`src/rtl/ccp_pkg.sv`:
```
package ccp_pkg;
  typedef enum logic [1:0] {
    MODE_CAP = 2'b00,
    MODE_CMP = 2'b01,
    MODE_PWM = 2'b10,
    MODE_OFF = 2'b11
  } ccp_mode_e;
endpackage

```
`src/rtl/ccp_sync_edge.sv`:
```
module ccp_sync_edge #(
  parameter int STAGES = 2
) (
  input  logic clk_i,
  input  logic rst_ni,
  input  logic pin_i,
  output logic rise_o,
  output logic fall_o
);
  logic [STAGES-1:0] sync_q;
  logic              prev_q;

  generate
    for (genvar i = 0; i < STAGES; i++) begin : g_stage
      always_ff @(posedge clk_i or negedge rst_ni) begin
        if (!rst_ni) sync_q[i] <= 1'b0;
        else if (i == 0) sync_q[i] <= pin_i;
        else sync_q[i] <= sync_q[(i == 0) ? 0 : i-1];
      end
    end
  endgenerate

  always_ff @(posedge clk_i or negedge rst_ni) begin
    if (!rst_ni) prev_q <= 1'b0;
    else prev_q <= sync_q[STAGES-1];
  end

  assign rise_o = sync_q[STAGES-1] & ~prev_q;
  assign fall_o = ~sync_q[STAGES-1] & prev_q;
endmodule

```
`src/rtl/ccp_flag_ctl.sv`:
```
module ccp_flag_ctl (
  input  logic clk_i,
  input  logic rst_ni,
  input  logic set_i,
  input  logic rd_i,
  input  logic wr_i,
  input  logic wdata_i,
  output logic flag_o
);
  logic flag_q, armed_q;

  // event beats write; any event or write drops the armed state
  always_ff @(posedge clk_i or negedge rst_ni) begin
    if (!rst_ni) begin
      flag_q  <= 1'b0;
      armed_q <= 1'b0;
    end else if (set_i) begin
      flag_q  <= 1'b1;
      armed_q <= 1'b0;
    end else if (wr_i) begin
      if (!wdata_i && armed_q) flag_q <= 1'b0;
      armed_q <= 1'b0;
    end else if (rd_i && flag_q) begin
      armed_q <= 1'b1;
    end
  end

  assign flag_o = flag_q;
endmodule

```
`src/rtl/ccp_out_gen.sv`:
```
module ccp_out_gen
  import ccp_pkg::*;
(
  input  logic      clk_i,
  input  logic      rst_ni,
  input  ccp_mode_e mode_i,
  input  logic      tick_i,
  input  logic      period_end_i,
  input  logic      match_i,
  input  logic      val_zero_i,
  output logic      pin_o
);
  logic pin_q;

  always_ff @(posedge clk_i or negedge rst_ni) begin
    if (!rst_ni) pin_q <= 1'b0;
    else begin
      unique case (mode_i)
        MODE_CMP: if (match_i) pin_q <= ~pin_q;
        MODE_PWM: begin
          if (tick_i && period_end_i) pin_q <= ~val_zero_i;
          else if (match_i)           pin_q <= 1'b0;
        end
        default: pin_q <= pin_q;
      endcase
    end
  end

  assign pin_o = ((mode_i == MODE_CMP) || (mode_i == MODE_PWM)) ? pin_q : 1'b0;
endmodule

```
`src/rtl/cap_cmp_chan.sv`:
```
module cap_cmp_chan
  import ccp_pkg::*;
#(
  parameter int CNT_W       = 16,
  parameter int SYNC_STAGES = 2
) (
  input  logic             clk_i,
  input  logic             rst_ni,
  input  logic [CNT_W-1:0] cnt_i,
  input  logic             tick_i,
  input  logic             period_end_i,
  input  logic             pin_i,
  input  logic [1:0]       mode_i,
  input  logic [1:0]       edge_sel_i,
  input  logic             irq_en_i,
  input  logic             flag_rd_i,
  input  logic             flag_wr_i,
  input  logic             flag_wdata_i,
  input  logic             val_wr_i,
  input  logic [CNT_W-1:0] val_wdata_i,
  output logic [CNT_W-1:0] val_o,
  output logic             pin_o,
  output logic             flag_o,
  output logic             irq_o
);
  localparam logic [CNT_W-1:0] ZERO = '0;

  ccp_mode_e        mode;
  logic             rise, fall, cap_ev, match_ev, chan_ev;
  logic [CNT_W-1:0] val_q;

  assign mode = ccp_mode_e'(mode_i);

  ccp_sync_edge #(.STAGES(SYNC_STAGES)) u_sync (
    .clk_i (clk_i),
    .rst_ni(rst_ni),
    .pin_i (pin_i),
    .rise_o(rise),
    .fall_o(fall)
  );

  assign cap_ev   = (mode == MODE_CAP) &&
                    ((edge_sel_i[0] && rise) || (edge_sel_i[1] && fall));
  assign match_ev = ((mode == MODE_CMP) || (mode == MODE_PWM)) &&
                    tick_i && (cnt_i == val_q);
  assign chan_ev  = cap_ev || match_ev;

  always_ff @(posedge clk_i or negedge rst_ni) begin
    if (!rst_ni)       val_q <= ZERO;
    else if (cap_ev)   val_q <= cnt_i;
    else if (val_wr_i) val_q <= val_wdata_i;
  end

  ccp_flag_ctl u_flag (
    .clk_i  (clk_i),
    .rst_ni (rst_ni),
    .set_i  (chan_ev),
    .rd_i   (flag_rd_i),
    .wr_i   (flag_wr_i),
    .wdata_i(flag_wdata_i),
    .flag_o (flag_o)
  );

  ccp_out_gen u_out (
    .clk_i       (clk_i),
    .rst_ni      (rst_ni),
    .mode_i      (mode),
    .tick_i      (tick_i),
    .period_end_i(period_end_i),
    .match_i     (match_ev),
    .val_zero_i  (val_q == ZERO),
    .pin_o       (pin_o)
  );

  assign val_o = val_q;
  assign irq_o = flag_o & irq_en_i;
endmodule

```
`config.mk`:
```
export PLATFORM = sky130hd
export DESIGN_NAME = cap_cmp_chan
export DESIGN_NICKNAME = d
export VERILOG_FILES = /design/src/rtl/ccp_pkg.sv /design/src/rtl/ccp_sync_edge.sv /design/src/rtl/ccp_flag_ctl.sv /design/src/rtl/ccp_out_gen.sv /design/src/rtl/cap_cmp_chan.sv
export SDC_FILE = /design/constraint.sdc
export NUM_CORES = 1
export LEC_CHECK = 0
export CORE_ASPECT_RATIO = 0.6
export CORE_MARGIN = 4
export CORE_UTILIZATION = 39
export DETAILED_ROUTE_END_ITERATION = 7
export GPL_TIMING_DRIVEN = 0
export PLACE_DENSITY = 0.79
export SLEW_MARGIN = 20
export SYNTH_ARGS = -nofsm -noshare
export SYNTH_HDL_FRONTEND = slang
export SYNTH_SLANG_ARGS = --single-unit
```
`constraint.sdc`:
```
create_clock -name clk_i -period 1.8 [get_ports clk_i]
set_input_delay 0.27 -clock clk_i [delete_from_list [all_inputs] [get_ports clk_i]]
set_output_delay 0.27 -clock clk_i [all_outputs]
set_load 0.01 [all_outputs]
```
==> flow_results.xml <==
<?xml version="1.0" encoding="UTF-8"?>
<metrics>
  <group name="route">
    <metric name="totalWireLength" unit="mm">3.93</metric>
    <metric name="detailroute.via_count" unit="">1229</metric>
    <metric name="avgRoutedWirePerCell" unit="um">16.7</metric>
    <metric name="post-route-drc-count" unit="">0</metric>
    <metric name="drt-vias-per-instance" unit="">5.23</metric>
    <metric name="route.antenna.remaining_nets" unit="">0</metric>
    <metric name="drt_first_pass_iters" unit="">4</metric>
    <metric name="first_iter_violations" unit="">54</metric>
  </group>
  <group name="synth">
    <metric name="synthesis_warning_total" unit="">0</metric>
    <metric name="avgSynthCellArea" unit="um^2">9.94</metric>
    <metric name="cells_taking_the_most_area_after_synthesis" unit="">sky130_fd_sc_hd__dfrtp_1 44%, sky130_fd_sc_hd__mux2i_1 13%, sky130_fd_sc_hd__xor2_1 8.4%</metric>
    <metric name="ys_dominant_reg_cell" unit="">sky130_fd_sc_hd__dfrtp_1</metric>
    <metric name="seq_area_frac_synth" unit="">0.440</metric>
    <metric name="postSynthRegisterBits" unit="">22</metric>
    <metric name="synth_edf_count" unit="">0</metric>
    <metric name="async_flop_share" unit="">1.00</metric>
    <metric name="synth.most_common_cell" unit="">sky130_fd_sc_hd__dfrtp_1</metric>
    <metric name="synth_nets" unit="">175</metric>
    <metric name="syn_area" unit="mm^2">0.00125</metric>
    <metric name="synth_area_leader_cell" unit="">sky130_fd_sc_hd__dfrtp_1</metric>
    <metric name="synth.top_cell.area_share" unit="">0.440</metric>
    <metric name="ys_types" unit="">25</metric>
    <metric name="synth_top_cells_by_count" unit="">22 x sky130_fd_sc_hd__dfrtp_1, 18 x sky130_fd_sc_hd__a21oi_1, 16 x sky130_fd_sc_hd__mux2i_1, 16 x sky130_fd_sc_hd__nor2_1, 12 x sky130_fd_sc_hd__xor2_1</metric>
    <metric name="synth_cells" unit="">126</metric>
  </group>
  <group name="worst_setup_path">
    <metric name="cp_top_family" unit="">buffers and inverters</metric>
    <metric name="critical_path.cell_chain" unit="">clkdlybuf4s50_1 -&gt; inv_1 -&gt; ha_4 -&gt; and2_1 -&gt; clkdlybuf4s15_1</metric>
    <metric name="crit_path_max_fanout" unit="">4</metric>
    <metric name="cp_data_arrival_time" unit="ns">1.48</metric>
    <metric name="crit_path_kind" unit="">in2out</metric>
    <metric name="cp_slowest_cell" unit="">sky130_fd_sc_hd__clkdlybuf4s50_1</metric>
    <metric name="critical_path_launch_point_type" unit="">primary input</metric>
    <metric name="crit_buf_inv" unit="">3</metric>
    <metric name="critical_path.max_stage_delay" unit="ns">0.48</metric>
    <metric name="timing.critical_path.required" unit="ns">1.53</metric>
    <metric name="cp-end-kind" unit="">primary output</metric>
  </group>
  <group name="status">
    <metric name="failing_checks" unit="">negative hold slack</metric>
    <metric name="run_status" unit="">complete, but fails checks</metric>
  </group>
  <group name="clock_tree">
    <metric name="clock_tree.buffer_depth" unit="">2</metric>
    <metric name="htree_num_levels" unit="">1</metric>
    <metric name="clock_insertion_delay_worst_skew" unit="ns">0.27</metric>
    <metric name="clk_pin_slew" unit="ns">0.08</metric>
    <metric name="cts-hold-fix-buffers" unit="">0</metric>
    <metric name="cts_buffers" unit="">3</metric>
    <metric name="clock-sinks" unit="">22</metric>
    <metric name="clock_tree.root_cell" unit="">sky130_fd_sc_hd__clkbuf_8</metric>
    <metric name="tritoncts_clock_tree" unit="">done</metric>
  </group>
  <group name="sta">
    <metric name="finalMaxSlewViolations" unit="">0</metric>
    <metric name="setup_violations" unit="">0</metric>
    <metric name="final_period_minus_worst_setup_slack" unit="ns">1.75</metric>
    <metric name="timing.fmax" unit="MHz">571</metric>
    <metric name="finalClockSkew" unit="ns">0.00413</metric>
    <metric name="maxSlewHeadroom" unit="">0.659</metric>
    <metric name="fin_ws" unit="ns">0.0490</metric>
    <metric name="hold-worst-slack" unit="ns">-0.0379</metric>
    <metric name="fin_crit_share" unit="">0.973</metric>
    <metric name="worst_slew_pin_slew" unit="ns">0.512</metric>
    <metric name="setup_total_negative_slack" unit="ns">0</metric>
    <metric name="hold_viol" unit="">22</metric>
    <metric name="grt_setup_unrepaired" unit="">true</metric>
  </group>
  <group name="pwr">
    <metric name="power_switching" unit="mW">0.430</metric>
    <metric name="power_density" unit="mW/mm^2">735</metric>
    <metric name="p_int" unit="mW">1.04</metric>
    <metric name="max-vdd-ir-drop" unit="mV">0.416</metric>
    <metric name="power.share.switching" unit="">0.292</metric>
    <metric name="relative_contribution_of_sequential_cells_to_total_power" unit="">0.433</metric>
    <metric name="pwr-share-comb" unit="">0.322</metric>
    <metric name="clockPowerShare" unit="">0.246</metric>
    <metric name="leakagePower" unit="nW">0.861</metric>
  </group>
  <group name="placement">
    <metric name="place.port_buffers" unit="">63</metric>
    <metric name="routability_congestion_estimate" unit="">0.812</metric>
    <metric name="dp_slack" unit="ns">-0.291</metric>
    <metric name="hpwl" unit="mm">3.04</metric>
  </group>
  <group name="final_layout">
    <metric name="post_route_cells_drive_above_1_share" unit="">0.0725</metric>
    <metric name="nFillCells" unit="">250</metric>
    <metric name="num_antenna_cells" unit="">0</metric>
    <metric name="postLayoutCoreUtil" unit="">0.676</metric>
    <metric name="net_count_final" unit="">243</metric>
    <metric name="flow.area_growth_from_synthesis" unit="%">60.0</metric>
  </group>
  <group name="job">
    <metric name="maxCapViolCount" unit="">0</metric>
  </group>
  <group name="floorplanning">
    <metric name="dieArea" unit="mm^2">0.00421</metric>
    <metric name="die_h" unit="um">51.9</metric>
    <metric name="core_outline_area" unit="mm^2">0.00297</metric>
    <metric name="rows" unit="">15</metric>
    <metric name="die_width" unit="um">81.2</metric>
    <metric name="initial_standard_cell_utilization_of_the_core" unit="">0.422</metric>
    <metric name="io_pins" unit="">65</metric>
  </group>
  <group name="worst_hold_path">
    <metric name="hold_class" unit="">in2async</metric>
  </group>
  <group name="grt">
    <metric name="grt_first_pass_wirelength" unit="mm">6.35</metric>
    <metric name="grt_max_degree" unit="">23</metric>
    <metric name="grt_remaining_overflow" unit="">0</metric>
    <metric name="via_count_of_the_first_global_routing_pass" unit="">1351</metric>
    <metric name="grt_antenna_before_repair" unit="">0</metric>
    <metric name="track_usage" unit="">0.198</metric>
  </group>
</metrics>
==> sequential cells by signal, summed over array words and instances, names as in the netlist <==
signal,cells
u_out.pin_q,1
u_sync.prev_q,1
u_flag.armed_q,1
val_o,16
u_sync.sync_q,2
u_flag.flag_o,1
==> final cells by class <==
class,count,area (um^2),area share
Multi-Input combinational cell,95,682,0.340
Timing Repair Buffer,63,626,0.312
Sequential cell,22,551,0.275
Clock buffer,4,55.1,0.0275
Tap cell,42,52.6,0.0262
Buffer,5,23.8,0.0119
Inverter,4,15.0,0.00749
==> metal layers <==
| metal | up-vias | part of all wire | GRT usage |
|---|---|---|---|
| li1 | 578 | - | - |
| met1 | 596 | 0.45 | 0.255 |
| met2 | 49 | 0.47 | 0.331 |
| met3 | 6 | 0.067 | 0.0623 |
| met4 | 0 | 0.0087 | 0.0393 |
| met5 | - | 0 | 0 |
==> cells in the final DEF (no fill, tap or decap), types with 3 or more instances in the layout <==
cell	count
sky130_fd_sc_hd__dfrtp_1	22
sky130_fd_sc_hd__inv_1	3
sky130_fd_sc_hd__nor4_1	7
sky130_fd_sc_hd__xnor2_1	4
sky130_fd_sc_hd__xor2_1	12
sky130_fd_sc_hd__buf_2	5
sky130_fd_sc_hd__clkbuf_8	4
sky130_fd_sc_hd__a21oi_1	18
sky130_fd_sc_hd__mux2i_1	16
sky130_fd_sc_hd__clkdlybuf4s50_1	61
sky130_fd_sc_hd__nor2_1	16
==> logic make-up after synthesis <==
kind of cell,Yosys count,share of synthesized area
multiplexers,16,0.128
buffers and inverters,9,0.0310
AND/OR/NAND/NOR,35,0.146
AO/OA/AOI/OAI,25,0.114
adder cells (fa/ha/maj),3,0.0300
flip-flops,22,0.440
XOR/XNOR,16,0.112
==> worst paths after layout <==
check                                 start  depth (start not counted)  slack (ns)               end
max in group asynchronous            rst_ni                          1        1.49         val_o[14]
hold reg to reg            u_sync.sync_q[0]                          0        0.37  u_sync.sync_q[1]
setup reg to reg           u_sync.sync_q[1]                          4        0.12          val_o[4]
setup / recovery                  mode_i[1]                          5        0.05             pin_o
hold / removal                       rst_ni                          1       -0.04          val_o[5]
min in group clk_i         u_sync.sync_q[0]                          0        0.37  u_sync.sync_q[1]
==> repair_timing <==
action	4_1_cts	5_1_grt
buffers inserted	0	0
pin swaps	0	2
endpoints found under the setup margin	2	4
resized for setup	3	2
==> power by group through the flow <==
| stage | Sequential, mW | Combinational, mW | Clock (mW) |
|---|---|---|---|
| 2_1_floorplan | 0.654 | 0.168 | 0 |
| 3_3_place_gp | 0.638 | 0.460 | 0 |
| 3_5_place_dp | 0.646 | 0.469 | 0 |
| 4_1_cts | 0.637 | 0.477 | 0.359 |
| 5_1_grt | 0.650 | 0.512 | 0.384 |
| 6_report | 0.638 | 0.474 | 0.362 |
==> through the flow <==
step	hold slack [ns]	instance area, um^2	power (mW)	std cells
2_1_floorplan	-0.0256	1250	0.822	126
3_3_place_gp	0.333	1940	1.10	231
3_5_place_dp	0.359	1940	1.12	231
4_1_cts	0.377	2010	1.47	235
5_1_grt	0.000603	2000	1.55	235
6_report	-0.0379	2000	1.47	235
No activity file was read; power rests on OpenSTA's default activity.
